## src/rtl/vfs_pkg.sv

```systemverilog
package vfs_pkg;
  typedef enum logic [2:0] {
    ST_BOOT,
    ST_IDLE,
    ST_SAVE,
    ST_RD_HI,
    ST_RD_LO,
    ST_FIN
  } seq_state_e;

  localparam int BYTE_W   = 8;
  localparam int START_W  = 14;
  localparam int MBE_BIT  = 7;
  localparam int RBE_BIT  = 6;
  localparam int HI_ADR_W = START_W - BYTE_W;
endpackage

```

## src/rtl/vfs_prio_pick.sv

```systemverilog
module vfs_prio_pick #(
  parameter int N     = 7,
  parameter int IDX_W = $clog2(N)
) (
  input  logic [N-1:0]     req_i,
  output logic [N-1:0]     grant_o,
  output logic [IDX_W-1:0] idx_o,
  output logic             any_o
);
  logic [N:0] below;

  assign below[0] = 1'b0;

  for (genvar g = 0; g < N; g++) begin : g_chain
    assign below[g+1]  = below[g] | req_i[g];
    assign grant_o[g]  = req_i[g] & ~below[g];
  end

  assign any_o = below[N];

  always_comb begin
    idx_o = '0;
    for (int i = N - 1; i >= 0; i--) begin
      if (req_i[i]) idx_o = IDX_W'(i);
    end
  end
endmodule

```

## src/rtl/vfs_ctrl.sv

```systemverilog
module vfs_ctrl
  import vfs_pkg::*;
#(
  parameter int N     = 7,
  parameter int PC_W  = 15,
  parameter int IDX_W = $clog2(N)
) (
  input  logic             clk_i,
  input  logic             rst_ni,
  input  logic             reset_req_i,
  input  logic             req_any_i,
  input  logic [N-1:0]     grant_i,
  input  logic [IDX_W-1:0] grant_idx_i,
  output logic [N-1:0]     ack_o,
  output logic             save_o,
  output logic             busy_o,
  output logic             rd_o,
  output logic [PC_W-1:0]  addr_o,
  output logic             cap_hi_o,
  output logic             load_o
);
  seq_state_e      state_q;
  logic [PC_W-1:0] vec_q;
  logic [N-1:0]    ack_q;

  always_ff @(posedge clk_i or negedge rst_ni) begin
    if (!rst_ni) begin
      state_q <= ST_BOOT;
      vec_q   <= '0;
      ack_q   <= '0;
    end else begin
      ack_q <= '0;
      if (reset_req_i) begin
        state_q <= ST_RD_HI;
        vec_q   <= '0;
      end else begin
        unique case (state_q)
          ST_BOOT: begin
            state_q <= ST_RD_HI;
            vec_q   <= '0;
          end
          ST_IDLE: begin
            if (req_any_i) begin
              state_q <= ST_SAVE;
              vec_q   <= PC_W'({grant_idx_i, 1'b0}) + PC_W'(2);
              ack_q   <= grant_i;
            end
          end
          ST_SAVE:  state_q <= ST_RD_HI;
          ST_RD_HI: state_q <= ST_RD_LO;
          ST_RD_LO: state_q <= ST_FIN;
          ST_FIN:   state_q <= ST_IDLE;
          default:  state_q <= ST_IDLE;
        endcase
      end
    end
  end

  assign ack_o    = ack_q;
  assign save_o   = (state_q == ST_SAVE);
  assign busy_o   = (state_q != ST_IDLE);
  assign rd_o     = (state_q == ST_RD_HI) || (state_q == ST_RD_LO);
  assign addr_o   = vec_q | PC_W'(state_q == ST_RD_LO);
  assign cap_hi_o = (state_q == ST_RD_LO);
  assign load_o   = (state_q == ST_FIN) && !reset_req_i;

  assert_ack_onehot_R5: assert property (@(posedge clk_i) disable iff (!rst_ni)
    $onehot0(ack_o));

  assert_save_single_R6: assert property (@(posedge clk_i) disable iff (!rst_ni)
    save_o |=> !save_o);

  assert_save_before_read_R6: assert property (@(posedge clk_i) disable iff (!rst_ni)
    save_o |=> (rd_o && !addr_o[0]));

  assert_hi_then_lo_R3: assert property (@(posedge clk_i) disable iff (!rst_ni)
    (state_q == ST_RD_HI && !reset_req_i) |=> (rd_o && addr_o == $past(addr_o) + PC_W'(1)));

  assert_ack_from_idle_R9: assert property (@(posedge clk_i) disable iff (!rst_ni)
    (|ack_o) |-> $past(state_q == ST_IDLE));
endmodule

```

## src/rtl/vfs_load.sv

```systemverilog
module vfs_load
  import vfs_pkg::*;
#(
  parameter int PC_W = 15
) (
  input  logic              clk_i,
  input  logic              rst_ni,
  input  logic              cap_hi_i,
  input  logic              load_i,
  input  logic [BYTE_W-1:0] data_i,
  output logic [PC_W-1:0]   pc_o,
  output logic              mbe_o,
  output logic              rbe_o
);
  logic [BYTE_W-1:0] hi_q;

  always_ff @(posedge clk_i or negedge rst_ni) begin
    if (!rst_ni) begin
      hi_q  <= '0;
      pc_o  <= '0;
      mbe_o <= 1'b0;
      rbe_o <= 1'b0;
    end else begin
      if (cap_hi_i) hi_q <= data_i;
      if (load_i) begin
        pc_o  <= PC_W'({hi_q[HI_ADR_W-1:0], data_i});
        mbe_o <= hi_q[MBE_BIT];
        rbe_o <= hi_q[RBE_BIT];
      end
    end
  end

  assert_pc_window_R2: assert property (@(posedge clk_i) disable iff (!rst_ni)
    (pc_o >> START_W) == '0);
endmodule

```

## src/rtl/vector_fetch_seq.sv

```systemverilog
module vector_fetch_seq
  import vfs_pkg::*;
#(
  parameter int NUM_IRQ = 7,
  parameter int PC_W    = 15
) (
  input  logic               clk_i,
  input  logic               rst_ni,
  input  logic               reset_req_i,
  input  logic [NUM_IRQ-1:0] irq_i,
  output logic [NUM_IRQ-1:0] irq_ack_o,
  output logic               rom_rd_o,
  output logic [PC_W-1:0]    rom_addr_o,
  input  logic [7:0]         rom_data_i,
  output logic [PC_W-1:0]    pc_o,
  output logic               mbe_o,
  output logic               rbe_o,
  output logic               save_o,
  output logic               busy_o
);
  localparam int IDX_W = $clog2(NUM_IRQ);

  logic [NUM_IRQ-1:0] grant;
  logic [IDX_W-1:0]   grant_idx;
  logic               req_any;
  logic               cap_hi;
  logic               load;

  vfs_prio_pick #(.N(NUM_IRQ), .IDX_W(IDX_W)) u_pick (
    .req_i   (irq_i),
    .grant_o (grant),
    .idx_o   (grant_idx),
    .any_o   (req_any)
  );

  vfs_ctrl #(.N(NUM_IRQ), .PC_W(PC_W), .IDX_W(IDX_W)) u_ctrl (
    .clk_i       (clk_i),
    .rst_ni      (rst_ni),
    .reset_req_i (reset_req_i),
    .req_any_i   (req_any),
    .grant_i     (grant),
    .grant_idx_i (grant_idx),
    .ack_o       (irq_ack_o),
    .save_o      (save_o),
    .busy_o      (busy_o),
    .rd_o        (rom_rd_o),
    .addr_o      (rom_addr_o),
    .cap_hi_o    (cap_hi),
    .load_o      (load)
  );

  vfs_load #(.PC_W(PC_W)) u_load (
    .clk_i    (clk_i),
    .rst_ni   (rst_ni),
    .cap_hi_i (cap_hi),
    .load_i   (load),
    .data_i   (rom_data_i),
    .pc_o     (pc_o),
    .mbe_o    (mbe_o),
    .rbe_o    (rbe_o)
  );

  assert_pc_hold_busy_R7: assert property (@(posedge clk_i) disable iff (!rst_ni)
    busy_o |-> $stable(pc_o));

  assert_read_only_busy_R10: assert property (@(posedge clk_i) disable iff (!rst_ni)
    rom_rd_o |-> busy_o);

  assert_ack_grant_owner_R5: assert property (@(posedge clk_i) disable iff (!rst_ni)
    (|irq_ack_o) |-> ((irq_ack_o & $past(irq_i)) == irq_ack_o));
endmodule

```

## config.mk

```make
export PLATFORM = sky130hd
export DESIGN_NAME = vector_fetch_seq
export DESIGN_NICKNAME = d
export VERILOG_FILES = /design/src/rtl/vfs_pkg.sv /design/src/rtl/vfs_prio_pick.sv /design/src/rtl/vfs_ctrl.sv /design/src/rtl/vfs_load.sv /design/src/rtl/vector_fetch_seq.sv
export SDC_FILE = /design/constraint.sdc
export NUM_CORES = 1
export LEC_CHECK = 0
export ABC_AREA = 1
export BUFFER_PORTS_ARGS = -buffer_cell sky130_fd_sc_hd__buf_2
export CORE_MARGIN = 8
export CORE_UTILIZATION = 49
export CTS_CLUSTER_DIAMETER = 100
export DETAILED_ROUTE_END_ITERATION = 10
export PLACE_DENSITY = 0.82
export SKIP_CTS_REPAIR_TIMING = 1
export SYNTH_ARGS = -nofsm -noshare
export SYNTH_HDL_FRONTEND = slang
export SYNTH_SLANG_ARGS = --single-unit
```

## constraint.sdc

```tcl
create_clock -name clk_i -period 1.5 [get_ports clk_i]
set_input_delay 0.3 -clock clk_i [delete_from_list [all_inputs] [get_ports clk_i]]
set_output_delay 0.3 -clock clk_i [all_outputs]
set_load 0.05 [all_outputs]
```

; Word-level counts from Yosys, hierarchy flattened
; Cells that the tools add are included.
; W data, S select, Z words.
[word_totals]
elab_cells = 57
reg_bits = 49
out_inout_bits = 42
inputBits = 18
[op_classes]
addsub = 1
n_eq_ne = 7
n_reduce_logical = 7
bitwise_logic = 19
mux = 16
[ops]
columns = op, count
row1 = $mux W15, 2
row2 = $pmux W15 S2, 1
row3 = $mux W3, 9
row4 = $mux W7, 3
row5 = $or A15 B1 Y15, 1
row6 = $pmux W3 S4, 1
row7 = $and A1 B1 Y1, 6
row8 = $eq A3 B2 Y1 const B, 2
row9 = $eq A3 B3 Y1 const B, 2
row10 = $not A1 Y1, 6
row11 = $or A1 B1 Y1, 6
row12 = $add A4 B2 Y5 const B, 1
row13 = $eq A3 B1 Y1 const B, 1
row14 = $logic_not A3 Y1, 1
row15 = $ne A3 B1 Y1 const B, 1
row16 = $ne A3 B3 Y1 const B, 1
row17 = $reduce_bool A3 Y1, 1
row18 = $reduce_and A2 Y1, 1
row19 = $reduce_or A2 Y1, 1
row20 = $logic_and A1 B1 Y1, 1
row21 = $logic_not A1 Y1, 1
row22 = $logic_or A1 B1 Y1, 1

; Depth between registers and ports, before layout
; Gate-level depths: netlist (run 1).
[logic_depth]
depth_word = 11
ltp_mapped = 10
mapped_depth_nobuf = 10

; Hierarchy
; From an unflattened synthesis (run 1), not the netlist that was laid out.
[unflattened]
cells_unflattened = 217
area_unflattened_um2 = 1843.0
[modules_own_cells]
columns = mod, seq_area_each_um2, area_each_um2, instances, cells_each
row1 = vfs_load, 600.6, 957.2, 1, 104
row2 = vfs_ctrl, 350.3, 729.4, 1, 86
row3 = vfs_prio_pick, 0.0, 156.4, 1, 27

; Worst setup path after synthesis (run 1)
; No wires, ideal clock.
[synth_path]
path_type = register -> register
start = register u_ctrl.state_q[0]
end = register u_ctrl.state_q[1]
arrival_time_ns = 1.859
stages_incl_launch_ff = 3
setup_ns = 0.069
path_buffers = 0
path_slack_ns = -0.428
t_required_ns = 1.431
period_less_slack_ns = 1.928
path_cell_list = dfrtp_1 -> nor3_1 -> o21a_1
[synth_between]
elab_chain_cells = 4
word_cells_on_any_way = 9
cone_classes = 5 x eq/ne / 2 x mux / 2 x reduce/logical
[synth_lines]
columns = item, line
row1 = from (decl), vfs_ctrl.sv:22  ; seq_state_e state_q;
row2 = from (signal assigned), vfs_ctrl.sv:28  ; state_q <= ST_BOOT;
row3 = from (signal assigned), vfs_ctrl.sv:34  ; state_q <= ST_RD_HI;
row4 = from (signal assigned), vfs_ctrl.sv:39  ; state_q <= ST_RD_HI;
row5 = $eq A3 B2 Y1, --
row6 = named net save_o, vector_fetch_seq.sv:18  ; output logic save_o,
row7 = $reduce_or A2 Y1 (no source line), --
row8 = $pmux W3 S4, vfs_ctrl.sv:37  ; unique case (state_q)
row9 = $mux W3, vfs_ctrl.sv:33  ; if (reset_req_i) begin
; The timed path passes the listed nets, and every way through them passes these cells.
; A chain may end at the register's enable or synchronous reset.

; Worst setup path in the final report (run 1)
[layout_path]
start = register u_ctrl.state_q[2]
end = output port save_o
[layout_between]
elab_chain_cells = 1
[layout_lines]
columns = item, line
row1 = $eq A3 B2 Y1, vfs_ctrl.sv:60  ; assign save_o = (state_q == ST_SAVE);
row2 = to (decl), vector_fetch_seq.sv:18
; No other way between the ends.

==> flow_metrics.env, run 1 <==
export IMPL_cts_max_path_buffers=2
export IMPL_num_antenna_cells=0
export IMPL_synth_area_per_cell_um2=9.06
export IMPL_syn_inst=185
export IMPL_viasPerCell=4.65
export IMPL_grt_use_met2_pct=21.7
export IMPL_drc=0
export IMPL_grt_busiest_layer="met2"
export IMPL_yosysSeqAreaShare_pct=56.7
export IMPL_clockRootBuffer="clkbuf_4"
export IMPL_synth_commonest_cells="40 x nand2_1, 38 x dfrtp_1, 25 x inv_1"
export IMPL_area_delta_synth_final_pct=24.3
export IMPL_cp_end_kind="output pin"
export IMPL_synth_edff_count=0
export IMPL_place_area_um2=1940
export IMPL_period_needed_ns=1.64
export IMPL_yosys_warnings=0
export IMPL_p_per_area_nw_per_um2=1870
export IMPL_numCtsBuffers=5
export IMPL_synth_seq_cells=38
export IMPL_drt_total_wl_um=3570
export IMPL_synth_most_common_cell="nand2_1"
export IMPL_num_rows=21
export IMPL_fin_worst_skew_ns=0.00332
export IMPL_total_power_w=0.00391
export IMPL_worstReg2RegEnd="u_ctrl.vec_q[3]$_DFFE_PN0P_"
export IMPL_ys_types=25
export IMPL_yosysTopAreaCell="dfrtp_1"
export IMPL_grtUsageTotal_pct=13.5
export IMPL_setup_ws_ns=-0.142
export IMPL_fin_area_um2=2080
export IMPL_use_met3_pct=6.06
export IMPL_antenna_found_initial=0
export IMPL_fin_crit_sh_pct=109
export IMPL_hold_class="primary input to asynchronous set/reset pin"
export IMPL_wl_per_cell_um=12.5
export IMPL_ctsHtreeMaxLevel=2
export IMPL_hold_viol_final=0
export IMPL_hpwlAfterDp_um=2710
export IMPL_grt_pass1_wl_um=5750
export IMPL_die_x_um=74.5
export IMPL_status="finished with violations"
export IMPL_yosys_area_top_type_share_pct=56.7
export IMPL_clk_latency_ns=0.33
export IMPL_layout_drive_gt1_share_pct=32.9
export IMPL_path_class="register to output pin"
export IMPL_fillers=306
export IMPL_num_vias=1329
export IMPL_die_h_um=74.5
export IMPL_ant_nets=0
export IMPL_synth_area_top_cells="dfrtp_1 57%, nand2_1 9.0%, o21ai_0 7.2%"
export IMPL_p_leak_nw=1.17
export IMPL_grt_use_met1_pct=15.2
export IMPL_max_freq_mhz=609
export IMPL_r2r_cells=7
export IMPL_dp_cells=277
export IMPL_setup_viol=4
export IMPL_drv_slew=0
export IMPL_rsz0062_at_grt="true"
export IMPL_crit_required_ns=1.20
export IMPL_startpoint_type="register"
export IMPL_timing_rr_start="u_ctrl.state_q[0]$_DFFE_PN0P_"
export IMPL_tns_ns=-0.395
export IMPL_fin_util_pct=62.9
export IMPL_worstPathMaxFanout=3
export IMPL_firstDrtPassIters=4
export IMPL_cts_clk_slew_worst_paths_ns=0.11
export IMPL_ir_drop_v=0.000767
export IMPL_drtIter0Drc=61
export IMPL_async_flop_share_pct=100
export IMPL_reg2reg_slack_ns=0.28
export IMPL_gp_congestion=0.770
export IMPL_cap_violations=0
export IMPL_num_io_pins=60
export IMPL_violations="negative setup slack"
export IMPL_arrival_ns=1.34
export IMPL_portBuffers=48
export IMPL_fin_cells=286
export IMPL_core_region_area_um2=3310
export IMPL_start_util_pct=50.6
export IMPL_grt_start_max_net_pins=39
export IMPL_grt_pass1_vias=1310
export IMPL_ys_dominant_reg_cell="dfrtp_1"
export IMPL_netlist_area_um2=1680
export IMPL_die_area_um2=5550
export IMPL_tritoncts="done"
export IMPL_cts_sinks=38
export IMPL_fin_nets=259
export IMPL_grt_overflow=0
## metal layers
layer	share of wire, %	wire [um]
met4	1.5	55
met1	40	1440
met3	11	399
met2	47	1680
met5	0	0
## state kept, by name, summed over array words and instances, names as in the netlist
signal / count
u_ctrl.ack_o: 7
u_ctrl.state_q: 3
u_ctrl.vec_q: 4
u_load.hi_q: 8
u_load.mbe_o: 1
u_load.pc_o: 14
u_load.rbe_o: 1
## cell usage in the layout, fill, tap and decap left out, types with 3 or more instances in the layout
master,Yosys,routed
buf_6,1,3
nor2_2,4,4
nor2_1,11,11
clkbuf_4,0,5
inv_1,25,25
dfrtp_1,38,36
nand3_1,4,4
nand2_1,40,40
conb_1,1,11
nand2_2,4,4
buf_4,12,5
buf_2,2,44
o21ai_0,24,24
## cell families after synthesis
group	Yosys count	synth area share (%)
other	1	0.224
buffers and inverters	44	13.1
adder cells (fa/ha/maj)	1	0.746
flip-flops	38	56.7
AO/OA/AOI/OAI	30	9.63
AND/OR/NAND/NOR	71	19.6
## report_power, final
group	total (W)	internal (W)	switching, W
registers	0.00151	0.00136	0.000147
clock network	0.000710	0.000388	0.000321
logic	0.00169	0.000380	0.00131
total	0.00391	0.00213	0.00178
## worst max-delay path by stage
stage | start | to | slack, ns | depth (start not counted)
floorplan | u_ctrl.state_q[0]$_DFFE_PN0P_ | save_o | 0.02 | 1
global placement | u_ctrl.state_q[0]$_DFFE_PN0P_ | save_o | 0.16 | 3
detailed placement | u_ctrl.state_q[2]$_DFFE_PN0P_ | rom_rd_o | 0.13 | 5
CTS | u_ctrl.state_q[2]$_DFFE_PN0P_ | rom_rd_o | -0.27 | 5
global route | u_ctrl.state_q[2]$_DFFE_PN0P_ | rom_rd_o | -0.22 | 5
finish | u_ctrl.state_q[2]$_DFFE_PN0P_ | save_o | -0.14 | 3
## critical path: stages, from the launching register on
cell	delay, ns
dfrtp_2	0.45
buf_4	0.16
nor3_4	0.21
buf_6	0.19
## layout make-up
cell class	instances	area (um^2)	share of cell area (%)
clock inverters	1	30.0	1.44
multi-input cells	113	554	26.6
inverters	28	110	5.29
repair buffers	54	327	15.7
clock buffers	6	51.3	2.46
flip-flops and latches	38	953	45.8
well taps	46	57.6	2.76
## through the flow
stage               setup WS, ns  hold WS (ns)
global route              -0.220        0.0309
CTS                       -0.268    0.00000383
finish                    -0.142       0.00134
global placement           0.156         0.369
floorplan                 0.0205       0.00441
detailed placement         0.132         0.381
Note: power is estimated with default switching activity, not from simulation.
==> run 2, diff against run 1 <==
RECOVER_POWER = 25   (was default)
==> flow_metrics.env, run 2 (synthesis results as in run 1) <==
export IMPL_layout_drive_gt1_share_pct=32.9
export IMPL_ir_drop_v=0.000768
export IMPL_maxSlewHeadroom_pct=38.4
export IMPL_num_vias=1329
export IMPL_grt_pass1_vias=1310
export IMPL_period_needed_ns=1.64
export IMPL_ant_nets=0
export IMPL_use_met3_pct=6.06
export IMPL_max_stage_delay_ns=0.45
export IMPL_cap_violations=0
export IMPL_regMostFlops="u_load.pc_o"
export IMPL_timing_hold_ws_ns=0.173
export IMPL_hold_class="primary input to asynchronous set/reset pin"
export IMPL_num_rows=21
export IMPL_rsz0062_at_grt="true"
export IMPL_grt_start_max_net_pins=39
export IMPL_critPathSlowestCell="dfrtp_2"
export IMPL_num_io_pins=60
export IMPL_clk_latency_ns=0.33
export IMPL_p_leak_nw=1.17
export IMPL_firstDrtPassIters=4
export IMPL_layout_common_cells="44 x buf_2, 40 x nand2_1, 36 x dfrtp_1"
export IMPL_setup_viol=4
export IMPL_grt_overflow=0
export IMPL_drt_total_wl_um=3570
export IMPL_area_delta_synth_final_pct=24.1
export IMPL_fin_crit_sh_pct=109
export IMPL_grtUsageTotal_pct=13.5
export IMPL_ctsHtreeMaxLevel=2
export IMPL_status="finished with violations"
export IMPL_die_h_um=74.5
export IMPL_tritoncts="done"
export IMPL_fin_cells=286
export IMPL_gp_congestion=0.770
export IMPL_cts_clk_slew_worst_paths_ns=0.11
export IMPL_dp_cells=277
export IMPL_start_util_pct=50.6
export IMPL_grt_busiest_layer="met2"
export IMPL_cts_max_path_buffers=2
export IMPL_setup_ws_ns=-0.142
export IMPL_drv_slew=0
export IMPL_num_antenna_cells=0
export IMPL_hpwlAfterDp_um=2710
export IMPL_worstPathMaxFanout=3
export IMPL_fin_util_pct=62.8
export IMPL_cp_end_kind="output pin"
export IMPL_drc=0
export IMPL_fin_nets=259
export IMPL_critical_path_buf_inv_count=2
export IMPL_largest_reg_flops=14
export IMPL_worstMarginPinSlew_ns=0.924
export IMPL_path_cells="buf_4 > nor3_4 > buf_6"
export IMPL_cts_sinks=38
export IMPL_die_x_um=74.5
export IMPL_max_freq_mhz=609
export IMPL_drtIter0Drc=61
export IMPL_grt_use_met1_pct=15.2
export IMPL_violations="negative setup slack"
export IMPL_grt_pass1_wl_um=5750
export IMPL_r2r_cells=7
export IMPL_numCtsBuffers=5
export IMPL_cp_top_family="flip-flops"
export IMPL_portBuffers=48
export IMPL_final_common_cell="buf_2"
export IMPL_wl_per_cell_um=12.5
export IMPL_path_class="register to output pin"
export IMPL_hold_viol_final=0
export IMPL_core_region_area_um2=3310
export IMPL_crit_cells=3
export IMPL_clockRootBuffer="clkbuf_4"
export IMPL_die_area_um2=5550
export IMPL_p_per_area_nw_per_um2=1880
export IMPL_antenna_found_initial=0
export IMPL_fin_worst_skew_ns=0.00332
export IMPL_viasPerCell=4.65
export IMPL_crit_required_ns=1.20
export IMPL_grt_use_met2_pct=21.7
export IMPL_startpoint_type="register"
export IMPL_arrival_ns=1.34
==> run 2: cell count changes in the layout (fill, tap and decap cells not counted) <==
cell,change
clkbuf_2,+1
buf_4,-1
==> run 2: routing by layer <==
metal	part of all wire, %	routed length (um)
met1	40	1440
met2	47	1680
met3	11	396
met4	1.5	55
met5	0	0
==> run 2: stage by stage <==
step	setup TNS, ns	setup slack (ns)	total power [W]	instance area (um^2)
global placement	0	0.156	0.00315	1940
detailed placement	0	0.132	0.00320	1940
finish	-0.394	-0.142	0.00390	2080
global route	-0.719	-0.220	0.00414	2080
CTS	-0.875	-0.268	0.00392	2030
floorplan	0	0.0205	0.00280	1720
==> run 2: layout make-up <==
cell class,instances,area [um^2]
sequential,38,953
timing repair buffer,54,324
clock buffer,6,51.3
fill,307,1230
clock inverter,1,30.0
inverter,28,110
multi-input combinational,113,554
tap,46,57.6
==> run 2: power by group <==
group          total [W]  switching, W  internal [W]
sequential       0.00151      0.000147       0.00136
combinational    0.00169       0.00131      0.000379
clock           0.000710      0.000321      0.000388
total            0.00390       0.00178       0.00213
==> run 2: path summary, 6_finish.rpt <==
path	slack (ns)	endpoint	startpoint
setup reg to reg	0.28	u_ctrl.vec_q[3]$_DFFE_PN0P_	u_ctrl.state_q[0]$_DFFE_PN0P_
min in group clk_i	0.19	u_load.hi_q[2]$_DFFE_PN0P_	rom_data_i[2]
hold / removal	0.17	u_ctrl.vec_q[4]$_DFFE_PN0P_	rst_ni
hold reg to reg	0.49	u_load.pc_o[13]$_DFFE_PN0P_	u_load.pc_o[13]$_DFFE_PN0P_
setup / recovery	-0.14	save_o	u_ctrl.state_q[2]$_DFFE_PN0P_
max in group asynchronous	0.71	u_ctrl.state_q[1]$_DFFE_PN0P_	rst_ni
==> run 3, diff against run 2 <==
CORE_MARGIN = default   (was 8)
==> flow_metrics.env, run 3 (synthesis results as in run 1) <==
export IMPL_fin_util_pct=66.2
export IMPL_regMostFlops="u_load.pc_o"
export IMPL_fin_worst_skew_ns=0.00629
export IMPL_num_rows=20
export IMPL_max_freq_mhz=604
export IMPL_path_class="register to output pin"
export IMPL_cts_sinks=38
export IMPL_clk_latency_ns=0.34
export IMPL_die_area_um2=3660
export IMPL_final_common_cell="buf_2"
export IMPL_cellInternalPower_w=0.00198
export IMPL_crit_start="u_ctrl.state_q[0]$_DFFE_PN0P_"
export IMPL_cap_violations=0
export IMPL_fin_cells=288
export IMPL_portBuffers=48
export IMPL_place_ws_ns=0.107
export IMPL_setup_ws_ns=-0.155
export IMPL_tns_ns=-0.433
export IMPL_die_x_um=60.5
export IMPL_worstPathMaxFanout=4
export IMPL_num_io_pins=60
export IMPL_ctsHtreeMaxLevel=2
export IMPL_p_switching_w=0.00175
export IMPL_clockRootBuffer="clkbuf_4"
export IMPL_holdPathStages=3
export IMPL_grt_pass1_vias=1174
export IMPL_maxSlewHeadroom_pct=65.8
export IMPL_num_antenna_cells=0
export IMPL_startpoint_type="register"
export IMPL_hold_viol_final=0
export IMPL_viasPerCell=4.61
export IMPL_p_per_area_nw_per_um2=1790
export IMPL_numCtsBuffers=5
export IMPL_firstDrtPassIters=4
export IMPL_area_delta_synth_final_pct=24.5
export IMPL_drtIter0Drc=43
export IMPL_cts_max_path_buffers=2
export IMPL_cts_clk_slew_worst_paths_ns=0.10
export IMPL_setup_viol=4
export IMPL_layout_drive_gt1_share_pct=32.8
export IMPL_use_met3_pct=7.04
export IMPL_grt_overflow=0
export IMPL_grt_use_met1_pct=21.6
export IMPL_timing_hold_ws_ns=0.180
export IMPL_largest_reg_flops=14
export IMPL_r2r_cells=9
export IMPL_fin_crit_sh_pct=110
export IMPL_grt_use_met2_pct=32.3
export IMPL_status="finished with violations"
export IMPL_power_frac_seq_pct=40.6
export IMPL_timing_rr_start="u_ctrl.state_q[2]$_DFFE_PN0P_"
export IMPL_wl_per_cell_um=10.6
export IMPL_antenna_found_initial=0
export IMPL_grt_busiest_layer="met2"
export IMPL_fin_nets=262
export IMPL_min_to="u_load.hi_q[2]$_DFFE_PN0P_"
export IMPL_period_needed_ns=1.65
export IMPL_dp_cells=276
export IMPL_rsz0062_at_grt="true"
export IMPL_pwr_share_clk_pct=14.3
export IMPL_hold_class="primary input to register"
export IMPL_start_util_pct=53.2
export IMPL_die_h_um=60.5
export IMPL_p_leak_nw=1.17
export IMPL_swShare_pct=46.9
export IMPL_grt_start_max_net_pins=33
export IMPL_drt_total_wl_um=3060
export IMPL_tritoncts="done"
export IMPL_num_vias=1328
export IMPL_gp_congestion=0.817
export IMPL_cp_end_kind="output pin"
export IMPL_pwr_share_comb_pct=45.1
export IMPL_violations="negative setup slack"
export IMPL_core_region_area_um2=3150
export IMPL_hp_start="rom_data_i[2]"
export IMPL_drc=0
export IMPL_hpwlAfterDp_um=2320
export IMPL_worstMarginPinSlew_ns=0.513
export IMPL_ant_nets=0
export IMPL_reg2reg_slack_ns=0.10
export IMPL_drv_slew=0
export IMPL_layout_common_cells="43 x buf_2, 40 x nand2_1, 36 x dfrtp_1"
export IMPL_crit_required_ns=1.20
export IMPL_arrival_ns=1.35
export IMPL_ir_drop_v=0.000884
export IMPL_grtUsageTotal_pct=19.3
export IMPL_worstReg2RegEnd="u_ctrl.vec_q[2]$_DFFE_PN0P_"
export IMPL_grt_pass1_wl_um=4930
run 3: final cells by class:
type                    count  area [um^2]
clock buffers               7         55.1
clock inverters             1         5.00
fillers                   269         1070
inverters                  28          108
multi-input cells         113          556
flip-flops and latches     38          953
well taps                  44         55.1
repair buffers             57          355
run 3: worst max-delay path by stage:
stage / to / slack [ns] / cells after the start
4_1_cts: rom_rd_o / -0.29 / 4
5_1_grt: rom_rd_o / -0.24 / 4
6_report: rom_rd_o / -0.15 / 4
2_1_floorplan: save_o / 0.02 / 1
3_3_place_gp: rom_rd_o / 0.15 / 4
3_5_place_dp: rom_rd_o / 0.11 / 4
run 3: stage by stage:
step | total power, W | cell area [um^2]
2_1_floorplan | 0.00280 | 1720
3_3_place_gp | 0.00314 | 1950
3_5_place_dp | 0.00319 | 1950
4_1_cts | 0.00372 | 2010
5_1_grt | 0.00399 | 2090
6_report | 0.00373 | 2090
run 3: power by group through the flow:
stage	logic (W)	registers, W	clock network (W)
2_1_floorplan	0.000479	0.00232	0
3_3_place_gp	0.00162	0.00152	0
3_5_place_dp	0.00165	0.00154	0
4_1_cts	0.00165	0.00152	0.000556
5_1_grt	0.00181	0.00157	0.000610
6_report	0.00168	0.00152	0.000534
run 3: critical path, stage by stage (launching register included):
cell and delay [ns]:
dfrtp_2 0.48, nor3_4 0.24, inv_2 0.05, o21ai_2 0.07, buf_6 0.18
run 3: routing by layer:
metal | up-vias | share of wire [%]
met1 | 610 | 44
met4 | 0 | 2.0
li1 | 671 | -
met3 | 6 | 5.0
met5 | - | 0
met2 | 41 | 49
